[config.mk]
export PLATFORM = sky130hd
export DESIGN_NAME = scl_timing_gen
export DESIGN_NICKNAME = d
export VERILOG_FILES = /design/src/rtl/scl_tgen_pkg.sv /design/src/rtl/scl_field_decode.sv /design/src/rtl/scl_prescaler.sv /design/src/rtl/scl_phase_timer.sv /design/src/rtl/scl_timing_gen.sv
export SDC_FILE = /design/constraint.sdc
export NUM_CORES = 1
export LEC_CHECK = 0
export ABC_AREA = 1
export BUFFER_PORTS_ARGS = -buffer_cell sky130_fd_sc_hd__buf_2
export CORE_ASPECT_RATIO = 1.25
export CORE_MARGIN = 2
export CORE_UTILIZATION = 58
export DETAILED_ROUTE_END_ITERATION = 8
export PLACE_DENSITY = 0.94
export SYNTH_ARGS = -nofsm -noshare
export SYNTH_HDL_FRONTEND = slang
export SYNTH_SLANG_ARGS = --single-unit
[constraint.sdc]
create_clock -name clk -period 3.2 [get_ports clk]
set_clock_uncertainty 0.05 [all_clocks]
set_input_delay 0.32 -clock clk [delete_from_list [all_inputs] [get_ports clk]]
set_output_delay 0.32 -clock clk [all_outputs]
set_load 0.03 [all_outputs]
[src/rtl/scl_tgen_pkg.sv]
package scl_tgen_pkg;

   typedef enum logic {
      PH_LOW  = 1'b0,
      PH_HIGH = 1'b1
   } scl_phase_e;

   function automatic int phase_width(input bit wide);
      return wide ? 4 : 3;
   endfunction

endpackage

[src/rtl/scl_field_decode.sv]
module scl_field_decode #(
   parameter int CFG_W    = 32,
   parameter int EXP_W    = 4,
   parameter int PHASE_W  = 4,
   parameter int EXP_LSB  = 0,
   parameter int LOW_LSB  = 12,
   parameter int HIGH_LSB = 16
) (
   input  logic [CFG_W-1:0]   cfg_i,
   output logic [EXP_W-1:0]   exp_o,
   output logic [PHASE_W-1:0] low_o,
   output logic [PHASE_W-1:0] high_o
);

   generate
      if (HIGH_LSB + PHASE_W > CFG_W) begin : g_bad_high
         $error("high field exceeds timing word");
      end
      if (LOW_LSB + PHASE_W > HIGH_LSB) begin : g_bad_low
         $error("low field overlaps high field");
      end
      if (EXP_LSB + EXP_W > LOW_LSB) begin : g_bad_exp
         $error("exponent field overlaps low field");
      end
      if (PHASE_W < 3 || PHASE_W > 4) begin : g_bad_phase
         $error("phase field width must be 3 or 4");
      end
   endgenerate

   assign exp_o  = cfg_i[EXP_LSB  +: EXP_W];
   assign low_o  = cfg_i[LOW_LSB  +: PHASE_W];
   assign high_o = cfg_i[HIGH_LSB +: PHASE_W];

endmodule

[src/rtl/scl_prescaler.sv]
module scl_prescaler #(
   parameter int EXP_W = 4,
   localparam int CNT_W = (1 << EXP_W) - 1
) (
   input  logic             clk,
   input  logic             rst_n,
   input  logic             clr_i,
   input  logic             run_i,
   input  logic [EXP_W-1:0] exp_i,
   output logic             tick_o
);

   logic [CNT_W-1:0] cnt_q;
   logic [CNT_W-1:0] wrap_val;

   generate
      if (EXP_W < 1 || EXP_W > 5) begin : g_bad_exp
         $error("exponent width out of supported range");
      end
   endgenerate

   assign wrap_val = ~({CNT_W{1'b1}} << exp_i);
   assign tick_o   = run_i && !clr_i && (cnt_q == wrap_val);

   always_ff @(posedge clk or negedge rst_n) begin
      if (!rst_n) begin
         cnt_q <= '0;
      end else if (clr_i) begin
         cnt_q <= '0;
      end else if (run_i) begin
         cnt_q <= tick_o ? '0 : cnt_q + 1'b1;
      end
   end

   AST_CLR_RESTARTS: assert property (@(posedge clk) disable iff (!rst_n)
      (clr_i && exp_i != '0) |=> (!tick_o || exp_i != $past(exp_i)));

endmodule

[src/rtl/scl_phase_timer.sv]
module scl_phase_timer
   import scl_tgen_pkg::*;
#(
   parameter int PHASE_W = 4
) (
   input  logic               clk,
   input  logic               rst_n,
   input  logic               en_i,
   input  logic               scl_i,
   input  logic               tick_i,
   input  logic [PHASE_W-1:0] low_len_i,
   input  logic [PHASE_W-1:0] high_len_i,
   output logic               pre_run_o,
   output logic               pre_clr_o,
   output logic               drive_low_o,
   output logic               rise_stb_o,
   output logic               fall_stb_o,
   output logic               sample_stb_o
);

   logic               active_q;
   scl_phase_e         phase_q;
   logic [PHASE_W-1:0] cnt_q;
   logic               stall;
   logic [PHASE_W-1:0] mid_idx;

   assign mid_idx     = high_len_i >> 1;
   assign stall       = active_q && (phase_q == PH_HIGH) && !scl_i;
   assign pre_run_o   = active_q && en_i && !stall;
   assign pre_clr_o   = !en_i || !active_q || stall;
   assign drive_low_o = active_q && (phase_q == PH_LOW);

   always_ff @(posedge clk or negedge rst_n) begin
      if (!rst_n) begin
         active_q     <= 1'b0;
         phase_q      <= PH_LOW;
         cnt_q        <= '0;
         rise_stb_o   <= 1'b0;
         fall_stb_o   <= 1'b0;
         sample_stb_o <= 1'b0;
      end else if (!en_i) begin
         active_q     <= 1'b0;
         phase_q      <= PH_LOW;
         cnt_q        <= '0;
         rise_stb_o   <= 1'b0;
         fall_stb_o   <= 1'b0;
         sample_stb_o <= 1'b0;
      end else begin
         active_q     <= 1'b1;
         rise_stb_o   <= 1'b0;
         fall_stb_o   <= 1'b0;
         sample_stb_o <= 1'b0;
         if (tick_i) begin
            if (phase_q == PH_LOW) begin
               if (cnt_q == low_len_i) begin
                  phase_q    <= PH_HIGH;
                  cnt_q      <= '0;
                  rise_stb_o <= 1'b1;
               end else begin
                  cnt_q <= cnt_q + 1'b1;
               end
            end else begin
               sample_stb_o <= (cnt_q == mid_idx);
               if (cnt_q == high_len_i) begin
                  phase_q    <= PH_LOW;
                  cnt_q      <= '0;
                  fall_stb_o <= 1'b1;
               end else begin
                  cnt_q <= cnt_q + 1'b1;
               end
            end
         end
      end
   end

   AST_RELEASE_OFF: assert property (@(posedge clk) disable iff (!rst_n)
      !$past(en_i) |-> !drive_low_o);

   AST_RISE_AT_RELEASE: assert property (@(posedge clk) disable iff (!rst_n)
      rise_stb_o |-> (!drive_low_o && $past(drive_low_o)));

   AST_FALL_AT_PULL: assert property (@(posedge clk) disable iff (!rst_n)
      fall_stb_o |-> (drive_low_o && !$past(drive_low_o)));

   AST_SAMPLE_FROM_HIGH: assert property (@(posedge clk) disable iff (!rst_n)
      sample_stb_o |-> !$past(drive_low_o));

   AST_STALL_FREEZE: assert property (@(posedge clk) disable iff (!rst_n)
      (stall && en_i) |=> $stable(cnt_q));

endmodule

[src/rtl/scl_timing_gen.sv]
module scl_timing_gen
   import scl_tgen_pkg::*;
#(
   parameter bit WIDE_PHASE = 1'b1,
   parameter int CFG_W      = 32,
   parameter int EXP_W      = 4,
   parameter int EXP_LSB    = 0,
   parameter int LOW_LSB    = 12,
   parameter int HIGH_LSB   = 16
) (
   input  logic             clk,
   input  logic             rst_n,
   input  logic             enable,
   input  logic [CFG_W-1:0] timing_cfg,
   input  logic             scl_in,
   output logic             scl_drive_low,
   output logic             bit_rise_stb,
   output logic             bit_fall_stb,
   output logic             bit_sample_stb
);

   localparam int PHASE_W = phase_width(WIDE_PHASE);

   logic [EXP_W-1:0]   exp_f;
   logic [PHASE_W-1:0] low_f;
   logic [PHASE_W-1:0] high_f;
   logic               tick;
   logic               pre_run;
   logic               pre_clr;

   scl_field_decode #(
      .CFG_W    (CFG_W),
      .EXP_W    (EXP_W),
      .PHASE_W  (PHASE_W),
      .EXP_LSB  (EXP_LSB),
      .LOW_LSB  (LOW_LSB),
      .HIGH_LSB (HIGH_LSB)
   ) u_decode (
      .cfg_i  (timing_cfg),
      .exp_o  (exp_f),
      .low_o  (low_f),
      .high_o (high_f)
   );

   scl_prescaler #(
      .EXP_W (EXP_W)
   ) u_prescale (
      .clk    (clk),
      .rst_n  (rst_n),
      .clr_i  (pre_clr),
      .run_i  (pre_run),
      .exp_i  (exp_f),
      .tick_o (tick)
   );

   scl_phase_timer #(
      .PHASE_W (PHASE_W)
   ) u_phase (
      .clk          (clk),
      .rst_n        (rst_n),
      .en_i         (enable),
      .scl_i        (scl_in),
      .tick_i       (tick),
      .low_len_i    (low_f),
      .high_len_i   (high_f),
      .pre_run_o    (pre_run),
      .pre_clr_o    (pre_clr),
      .drive_low_o  (scl_drive_low),
      .rise_stb_o   (bit_rise_stb),
      .fall_stb_o   (bit_fall_stb),
      .sample_stb_o (bit_sample_stb)
   );

   AST_STROBES_EXCL: assert property (@(posedge clk) disable iff (!rst_n)
      !(bit_rise_stb && (bit_fall_stb || bit_sample_stb)));

endmodule

==> run_results.csv, run 1 <==
group,metric,value,unit
floorplanning,die-width,54.0,µm
global_route,overflow,0,
floorplanning,die_area,0.00359,mm²
sta,setup_violations,0,
clock_tree,cts-buffers-inserted,3,
yosys,syn_area,0.00181,mm²
finish,drive_gt1_share,11.6,%
global_route,grt_pass1_vias,1528,
yosys,synthTopCellsByArea,"dfrtp_1 (33%), nand2_1 (17%), nor2_1 (9.1%)",
drt,vias_per_cell,5.20,
place,placed_cell_area,0.00191,mm²
power_and_ir_drop,finalPower,548,µW
floorplanning,die_y,66.5,µm
place,gp_congestion,0.880,
sta,slew_violations,0,
yosys,synth_cell_types,26,
clock_tree,clockBufferDepth,2,
clock_tree,cts_tree,"built",
sta,min_period,2150,ps
sta,hold_viol_final,0,
global_route,grt_max_degree,25,
clock_tree,cts_root_buf,"clkbuf_4",
clock_tree,clk_pin_slew,130,ps
setup_path,crit_path_max_incr_delay,440,ps
sta,slew_headroom,61.4,%
floorplanning,start_util,60.9,%
setup_path,cp_max_fo,15,
power_and_ir_drop,power.leakage,0.00106,µW
floorplanning,rows,22,
clock_tree,ctsResizeCount,0,
setup_path,crit_chain,"inv_1 > nor2_1 > nor2_4 > nand2_1 > nor2_1 > nand3_1 > nor2_1 > nand3_2 > nand2_2 > nor2_1",
sta,rsz0062_at_grt,"no",
global_route,track_usage,23.9,%
floorplanning,coreArea,0.00297,mm²
setup_path,cpMaxStageDelayCell,"dfrtp_1",
yosys,yosysSeqAreaShare,33.1,%
yosys,synth_nets,314,
finish,n_fill_cell,277,
status,outcome,"complete, no violations",
power_and_ir_drop,vdd_drop_max,0.317,mV
clock_tree,worstSkewPairLatency,320,ps
drt,ant_nets,0,
setup_path,crit_arrival,2320,ps
setup_path,crit_buf_inv,1,
clock_tree,cts_hold_buf,1,
clock_tree,cts_htree_levels,1,
yosys,syn_avg_cell_area,6.56,µm²
setup_path,cp.required,3370,ps
yosys,yosys_register_bits,24,
drt,drcViolationCount,0,
finish,fin_area,0.00195,mm²
finish,antenna_cells,0,
clock_tree,cts_sinks,24,
global_route,grt_pass1_wl,6420,µm
drt,drt_iter0_drc,58,
global_route,antenna_found_initial,0,
finish,syn_to_final_growth,7.87,%
yosys,yosysTopAreaCell,"dfrtp_1",
drt,wl_per_cell,11.6,µm
min_path,min_path_type,"in -> reg",
clock_tree,postCtsSetupBuffers,0,
flow_run,maxCapViolations,0,
setup_path,end_kind,"flop",
drt,firstDrtPassIters,4,
sta,tightestPinTransition,575,ps
sta,post-route-period-util,67.2,%
setup_path,cp-start-kind,"flop",
setup_path,path_delay_family,"simple AND/OR/NAND/NOR gates",
setup_path,crit_top_cell,"nor2_1",
yosys,yosys_warnings,0,
setup_path,worst-setup-path-type,"reg -> reg",
floorplanning,io_pins,40,
power_and_ir_drop,power.density,280,mW/mm²
yosys,syn_inst,276,
yosys,synth_top_area_share,33.1,%
drt,vias,1705,
finish,nets,331,
finish,final_common_cell,"nand2_1",
place,portBuffers,19,
place,dp_hpwl,3040,µm
drt,wl,3810,µm
sta,tns,0,ps
sta,fmax,465,MHz
finish,layout_common_cells,"nand2_1 (84), nor2_1 (44), inv_1 (33), nand3_1 (31), dfrtp_1 (24)",
## stage by stage
stage          std cells  setup WS [ps]  util [%]  hold WS [ps]
2_1_floorplan        276           1560         -         -25.6
3_3_place_gp         323           1140      64.2           270
3_5_place_dp         323           1050      64.2           274
4_1_cts              328           1040      65.7           127
5_1_grt              328            815      65.7           118
6_report             328           1050      65.7           129
## path summary, 6_finish.rpt
path,from,to,slack (ps),depth (start not counted)
worst max-delay path,u_phase.phase_q$_DFFE_PN0P_,u_prescale.cnt_q[10]$_DFF_PN0_,1050,10
worst min-delay path,enable,u_phase.active_q$_DFF_PN0_,130,1
worst max register to register,u_phase.phase_q$_DFFE_PN0P_,u_prescale.cnt_q[10]$_DFF_PN0_,1050,10
worst min register to register,u_phase.phase_q$_DFFE_PN0P_,u_phase.phase_q$_DFFE_PN0P_,540,2
max in group asynchronous,rst_n,u_prescale.cnt_q[13]$_DFF_PN0_,2320,2
min in group asynchronous,rst_n,u_prescale.cnt_q[7]$_DFF_PN0_,440,2
## sequential cells by signal (all words and copies together) (netlist names)
register,count
u_phase.active_q,1
u_phase.cnt_q,4
u_phase.phase_q,1
u_phase.sample_stb_o,1
u_prescale.cnt_q,15
u_phase.fall_stb_o,1
u_phase.rise_stb_o,1
## cell usage after synthesis (all sizes together)
cell    count
o21ai       7
or2         2
nand2      86
xnor2       7
nand3b      2
dfrtp      24
inv        35
nand4       6
nand3      32
ha          2
clkbuf      5
nor3        3
xor2       15
nor2       47
buf         3
## worst reg2reg max path, cell delays in order, from the launching register on
cell,delay (ps)
dfrtp_1,440
inv_1,160
nor2_1,90
nor2_4,240
nand2_1,80
nor2_1,90
nand3_1,90
nor2_1,120
nand3_2,320
nand2_2,300
nor2_1,70
## logic make-up (layout without fill, tap and decap cells)
group           after synthesis  in the layout  synth area share [%]
simple gates                178            178                  43.2
fa+ha+maj                     2              2                  1.38
xor+xnor                     22             22                  10.6
flops                        24             24                  33.1
compound gates                7              7                  1.93
buf+inv                      43             59                  9.67
## where the power goes
| part | leakage, µW | switching (µW) | internal [µW] | total, µW |
|---|---|---|---|---|
| sequential | 0.000332 | 1.82 | 305 | 307 |
| combinational | 0.000711 | 52.4 | 26.8 | 79.2 |
| clock | 0.0000210 | 92.4 | 69.6 | 162 |
| total | 0.00106 | 147 | 401 | 548 |
## per-layer routing
| metal | track usage, % | wire (µm) |
|---|---|---|
| met1 | 30.7 | 1710 |
| met2 | 42.7 | 1950 |
| met3 | 2.02 | 105 |
| met4 | 5.63 | 50 |
| met5 | 0 | 0 |
## area by class of cell
| cell class | instances | area (µm²) | share of cell area, % |
|---|---|---|---|
| clock buffer | 4 | 36.3 | 1.86 |
| tap | 36 | 45.0 | 2.30 |
| timing repair buffer | 20 | 105 | 5.38 |
| inverter | 35 | 131 | 6.72 |
| sequential | 24 | 601 | 30.7 |
| multi-input combinational | 209 | 1040 | 53.0 |
(Power assumes the default switching activity.)
==> run 2, diff against run 1 <==
--- a/config.mk
+++ b/config.mk
@@ -9,9 +9,9 @@
 export BUFFER_PORTS_ARGS = -buffer_cell sky130_fd_sc_hd__buf_2
 export CORE_ASPECT_RATIO = 1.25
 export CORE_MARGIN = 2
-export CORE_UTILIZATION = 58
+export CORE_UTILIZATION = 49
 export DETAILED_ROUTE_END_ITERATION = 8
-export PLACE_DENSITY = 0.94
+export PLACE_DENSITY = 0.85
 export SYNTH_ARGS = -nofsm -noshare
 export SYNTH_HDL_FRONTEND = slang
 export SYNTH_SLANG_ARGS = --single-unit
==> constraint.sdc (replaced) <==
create_clock -name clk -period 1.8 [get_ports clk]
set_clock_uncertainty 0.05 [all_clocks]
set_input_delay 0.18 -clock clk [delete_from_list [all_inputs] [get_ports clk]]
set_output_delay 0.18 -clock clk [all_outputs]
set_load 0.03 [all_outputs]
==> run_results.csv, run 2 (synthesis results as in run 1) <==
group,metric,value,unit
status,outcome,"complete, no violations",
drt,drcViolationCount,0,
floorplanning,rows,24,
global_route,antenna_found_initial,0,
sta,hold_viol_final,0,
sta,slew_violations,0,
setup_path,cp-start-kind,"flop",
power_and_ir_drop,vdd_drop_max,0.463,mV
drt,vias,1730,
power_and_ir_drop,power.leakage,0.00112,µW
global_route,track_usage,21.0,%
finish,top_register,"u_prescale.cnt_q",
setup_path,path_delay_family,"simple AND/OR/NAND/NOR gates",
clock_tree,clk_pin_slew,90,ps
finish,reg_top3,"u_prescale.cnt_q: 15 flops, u_phase.cnt_q: 4 flops",
finish,layout_common_cells,"nand2_1 (84), nor2_1 (41), inv_1 (33), nand3_1 (31), dfrtp_1 (24)",
flow_run,maxCapViolations,0,
finish,n_fill_cell,320,
drt,wl_per_cell,12.1,µm
drt,drt_iter0_drc,95,
sta,min_period,1710,ps
floorplanning,coreArea,0.00351,mm²
drt,wl,4080,µm
place,post-place-ws,49.8,ps
setup_path,crit_path_max_incr_delay,410,ps
sta,post-route-period-util,94.8,%
floorplanning,die_y,72.0,µm
floorplanning,die_area,0.00420,mm²
setup_path,worst-setup-path-type,"reg -> reg",
power_and_ir_drop,power.density,561,mW/mm²
drt,vias_per_cell,5.12,
setup_path,cpMaxStageDelayCell,"dfrtp_1",
sta,setup_ws,93.8,ps
setup_path,cp.required,1960,ps
finish,syn_to_final_growth,14.3,%
place,placed_cell_area,0.00197,mm²
clock_tree,clockBufferDepth,2,
sta,setup_violations,0,
finish,fin_area,0.00207,mm²
drt,ant_nets,0,
setup_path,cp_max_fo,4,
finish,largest_reg_flops,15,
min_path,min_path_type,"in -> reg",
floorplanning,io_pins,40,
sta,tightestPinTransition,537,ps
place,portBuffers,19,
drt,firstDrtPassIters,4,
sta,rsz0062_at_grt,"yes",
setup_path,end_kind,"flop",
global_route,grt_max_degree,25,
global_route,grt_pass1_wl,6830,µm
sta,tns,0,ps
place,dp.cells,332,
setup_path,startpoint,"u_prescale.cnt_q[1]$_DFF_PN0_",
clock_tree,worstSkewPairLatency,270,ps
setup_path,rr_startpoint,"u_prescale.cnt_q[1]$_DFF_PN0_",
global_route,overflow,0,
floorplanning,start_util,51.6,%
clock_tree,cts_root_buf,"clkbuf_8",
sta,whs,52.3,ps
setup_path,crit_buf_inv,1,
clock_tree,cts_tree,"built",
setup_path,crit_arrival,1870,ps
place,gp_congestion,0.890,
sta,slew_headroom,64.2,%
setup_path,crit_chain,"ha_1 > nand2_1 > nor2_2 > nand3_1 > nor2_2 > nand2_1 > xor2_1 > nand3b_1 > inv_1",
sta,fmax,586,MHz
global_route,grt_pass1_vias,1558,
min_path,min_from,"enable",
finish,antenna_cells,0,
finish,nets,338,
finish,drive_gt1_share,15.1,%
finish,final_common_cell,"nand2_1",
clock_tree,cts_htree_levels,1,
floorplanning,die-width,58.4,µm
clock_tree,cts-buffers-inserted,3,
clock_tree,cts_sinks,24,
finish,finalNonFillerCells,338,
place,dp_hpwl,3120,µm
## run 2: changes by cell type in the layout (fill, tap and decap cells not counted), moves of 2 or more
cell | before | now
clkbuf_8 | 1 | 3
clkbuf_4 | 3 | 0
buf_4 | 0 | 6
nor2_1 | 44 | 41
nor2_2 | 1 | 4
## run 2: layout make-up
type	instances	area [µm²]	share of cell area, %
Clock buffer	3	41.3	1.99
Sequential cell	24	601	29.0
Clock inverter	1	30.0	1.45
Timing Repair Buffer	27	170	8.22
Inverter	35	131	6.34
Multi-Input combinational cell	209	1050	50.6
Tap cell	39	48.8	2.36
## run 2: power by group
part / internal, µW / leakage, µW / total, µW / switching, µW
clock: 297 / 0.0000357 / 472 / 174
combinational: 50.0 / 0.000751 / 145 / 94.6
sequential: 542 / 0.000332 / 545 / 2.95
## run 2: timing repair
| action | 4_1_cts | 5_1_grt |
|---|---|---|
| hold buffers | 1 | 0 |
| setup endpoints to repair | 0 | 7 |
| buffers inserted | 0 | 1 |
| gates resized for setup | 0 | 4 |
| endpoints found under the hold margin | 24 | 0 |
## run 2: worst register-to-register path, cell delays in order (launching register included)
cell and delay [ps]:
dfrtp_1 410, ha_1 210, nand2_1 80, nor2_2 140, nand3_1 160, nor2_2 180, nand2_1 90, xor2_1 140
nand3b_1 150, inv_1 50
## run 2: stage by stage
| stage | power (µW) | util, % |
|---|---|---|
| 4_1_cts | 1170 | 58.4 |
| 2_1_floorplan | 642 | - |
| 5_1_grt | 1210 | 58.9 |
| 3_3_place_gp | 696 | 56.1 |
| 6_report | 1160 | 58.9 |
| 3_5_place_dp | 699 | 56.1 |
## run 2: worst paths after layout
kind                                                  end  slack [ps]  cells past startpoint
max                        u_prescale.cnt_q[12]$_DFF_PN0_          90                      9
min                            u_phase.active_q$_DFF_PN0_          50                      1
max reg2reg                u_prescale.cnt_q[12]$_DFF_PN0_          90                      9
min reg2reg                   u_phase.phase_q$_DFFE_PN0P_         520                      2
max in group asynchronous   u_prescale.cnt_q[3]$_DFF_PN0_         970                      2
min in group asynchronous    u_phase.cnt_q[2]$_DFFE_PN0P_         370                      2
## run 2: per-layer routing
layer | share of wire, % | up-vias | global-route usage [%]
met4 | 1.5 | 0 | 8.01
met2 | 54 | 31 | 37.5
met3 | 2.4 | 6 | 1.60
met1 | 42 | 794 | 26.0
met5 | 0 | - | 0
li1 | - | 899 | -
==> run 3, diff against run 2 <==
--- a/config.mk
+++ b/config.mk
@@ -9,9 +9,10 @@
 export BUFFER_PORTS_ARGS = -buffer_cell sky130_fd_sc_hd__buf_2
 export CORE_ASPECT_RATIO = 1.25
 export CORE_MARGIN = 2
-export CORE_UTILIZATION = 49
+export CORE_UTILIZATION = 50
 export DETAILED_ROUTE_END_ITERATION = 8
 export PLACE_DENSITY = 0.85
 export SYNTH_ARGS = -nofsm -noshare
 export SYNTH_HDL_FRONTEND = slang
+export SYNTH_HIERARCHICAL = 1
 export SYNTH_SLANG_ARGS = --single-unit
==> run_results.csv, run 3 <==
group,metric,value,unit
setup_path,cp-start-kind,"flop",
sta,slew_headroom,57.2,%
drt,vias,2060,
sta,hold_viol_final,0,
finish,layout_common_cells,"nand2_1 (113), inv_1 (31), buf_4 (29), nor2_1 (26), nand3_1 (25)",
global_route,track_usage,22.5,%
global_route,grt_pass1_vias,1973,
yosys,ys.flop_type,"dfrtp_1",
yosys,syn_avg_cell_area,6.33,µm²
yosys,yosysMostFrequentCell,"nand2_1",
drt,drcViolationCount,0,
finish,final_common_cell,"nand2_1",
clock_tree,clockBufferDepth,2,
global_route,grt_pass1_wl,7920,µm
sta,min_period,1770,ps
yosys,yosysSeqAreaShare,29.3,%
sta,tightestPinTransition,641,ps
place,dp_hpwl,3450,µm
setup_path,end_kind,"flop",
global_route,grt_max_degree,25,
drt,vias_per_cell,4.98,
yosys,synthTopCellsByArea,"dfrtp_1 (29%), nand2_1 (21%), inv_1 (6.8%)",
finish,n_fill_cell,364,
setup_path,crit_chain,"inv_1 > xor2_1 > nor2_1 > nand3_1 > nor2_2 > nand2_2 > nor2_4 > nand2_2 > inv_2 > o21ai_0 > a21oi_1 > nand3_1 > nand2_1",
finish,largest_reg_flops,15,
yosys,synth-async-reset-ratio,100,%
min_path,whs_path_depth,1,
place,gp_congestion,0.940,
yosys,syn_inst,324,
power_and_ir_drop,p_seq_share,51.0,%
floorplanning,rows,26,
place,dp.cells,400,
sta,fmax,566,MHz
yosys,syn_area,0.00205,mm²
clock_tree,clk_pin_slew,80,ps
setup_path,r2r_cells,13,
drt,wl,4570,µm
clock_tree,cts_htree_levels,1,
finish,reg_top3,"u_prescale/cnt_q: 15 flops, u_phase/cnt_q: 4 flops",
power_and_ir_drop,vdd_drop_max,0.326,mV
setup_path,cpMaxStageDelayCell,"dfrtp_1",
global_route,antenna_found_initial,0,
setup_path,crit_path_max_incr_delay,360,ps
setup_path,worst-setup-path-type,"reg -> reg",
clock_tree,cts_sinks,24,
floorplanning,coreArea,0.00400,mm²
sta,slew_violations,0,
status,outcome,"complete, no violations",
floorplanning,io_pins,40,
finish,multi_input_area,0.00119,mm²
power_and_ir_drop,swShare,25.2,%
min_path,min_path_type,"in -> reg",
yosys,yosys-top-cells-count,"nand2_1 (115), inv_1 (37), nor2_1 (33), nand3_1 (27), dfrtp_1 (24)",
yosys,yosysTopAreaCell,"dfrtp_1",
drt,firstDrtPassIters,4,
yosys,synth_cell_types,28,
finish,regArea,604,µm²
setup_path,cp_max_fo,3,
power_and_ir_drop,pwr-share-comb,15.2,%
floorplanning,die_area,0.00464,mm²
finish,fin_area,0.00240,mm²
place,placed_cell_area,0.00224,mm²
finish,top_register,"u_prescale/cnt_q",
yosys,yosys_register_bits,24,
yosys,synth_edf_count,0,
power_and_ir_drop,p_switching,268,µW
finish,antenna_cells,0,
yosys,yosys_warnings,6,
power_and_ir_drop,power.leakage,0.00123,µW
sta,rsz0062_at_grt,"yes",
power_and_ir_drop,clkPwrFrac,33.8,%
yosys,synth_nets,362,
flow_run,maxCapViolations,0,
power_and_ir_drop,power.internal,797,µW
finish,drive_gt1_share,26.3,%
clock_tree,cts_tree,"built",
clock_tree,cts_root_buf,"clkbuf_8",
power_and_ir_drop,power.density,443,mW/mm²
sta,post-route-period-util,98.2,%
clock_tree,cts-buffers-inserted,3,
yosys,synth_top_area_share,29.3,%
floorplanning,die-width,61.3,µm
drt,ant_nets,0,
setup_path,crit_arrival,1920,ps
sta,setup_violations,0,
global_route,overflow,0,
drt,wl_per_cell,11.0,µm
power_and_ir_drop,finalPower,1070,µW
setup_path,reg2reg_slack,30,ps
floorplanning,die_y,75.6,µm
floorplanning,start_util,51.3,%
drt,drt_iter0_drc,102,
setup_path,cp.required,1960,ps
finish,nets,397,
finish,finalNonFillerCells,414,
finish,syn_to_final_growth,17.1,%
clock_tree,worstSkewPairLatency,260,ps
place,portBuffers,19,
[run 3: cell count changes after synthesis, sizes merged, moves of 4 or more]
cell	delta
nor2	-8
nand3	-4
a21oi	+8
nand2	+38
nor3	+5
clkbuf	-4
xnor2	-5
inv	+5
buf	+15
[run 3: what timing repair did]
action	4_1_cts	5_1_grt
resized for setup	2	14
setup buffers	0	9
hold endpoints to repair	24	0
endpoints found under the setup margin	15	11
pin swaps	0	8
hold buffers	1	0
[run 3: path summary, 6_finish.rpt]
kind / to / start
hold / removal: u_phase/active_q$_DFF_PN0_ / enable
setup reg to reg: u_phase/cnt_q[3]$_DFFE_PN0P_ / u_prescale/cnt_q[11]$_DFFE_PN0P_
max in group asynchronous: u_prescale/cnt_q[1]$_DFFE_PN0P_ / rst_n
min in group asynchronous: u_prescale/cnt_q[7]$_DFFE_PN0P_ / rst_n
hold reg to reg: u_prescale/cnt_q[12]$_DFFE_PN0P_ / u_prescale/cnt_q[12]$_DFFE_PN0P_
setup / recovery: u_phase/cnt_q[3]$_DFFE_PN0P_ / u_prescale/cnt_q[11]$_DFFE_PN0P_
[run 3: cell families after synthesis]
kind of cell,Yosys count,share of synthesized area [%]
AOI/OAI and AO/OA,17,4.27
xor gates and xnor gates,14,5.98
adders and majority gates,2,1.22
and+or+nand+nor,207,44.7
buffers and inverters,60,14.6
DFF,24,29.3
[run 3: through the flow]
step	util [%]	hold slack [ps]	TNS [ps]	setup slack (ps)
6_report	60.0	45.4	0	31.7
2_1_floorplan	-	-166	-100	-58.9
3_5_place_dp	56.1	140	-337	-135
3_3_place_gp	56.1	136	-206	-89.0
5_1_grt	60.0	28.3	-195	-84.3
4_1_cts	57.8	38.2	0	6.42
[run 3: area by class of cell]
type                    instances  share of cell area (%)
clock buffers                   4                    2.29
inverters                      41                    6.46
multi-input cells             240                    49.7
flip-flops and latches         24                    25.2
well taps                      56                    2.92
repair buffers                 49                    13.4
[run 3: critical path: cells and delay by family (launching register included)]
kind                   cells  cell delay, ps
flip-flops                 1             360
XOR/XNOR                   1             160
AND/OR/NAND/NOR            8             780
buffers and inverters      2             140
AO/OA/AOI/OAI              2             210
[run 3: power by group through the flow]
stage               combinational (µW)  clock, µW  sequential [µW]
finish                             162        360              543
global placement                   149          0              554
CTS                                156        369              543
floorplan                          129          0              554
detailed placement                 153          0              554
global route                       183        396              544
[run 3: layer usage]
| layer | GRT usage [%] | part of all wire [%] | routed length [µm] |
|---|---|---|---|
| met1 | 25.3 | 42 | 1900 |
| met2 | 42.2 | 54 | 2460 |
| met3 | 1.70 | 3.0 | 139 |
| met4 | 9.90 | 1.6 | 74 |
| met5 | 0 | 0 | 0 |
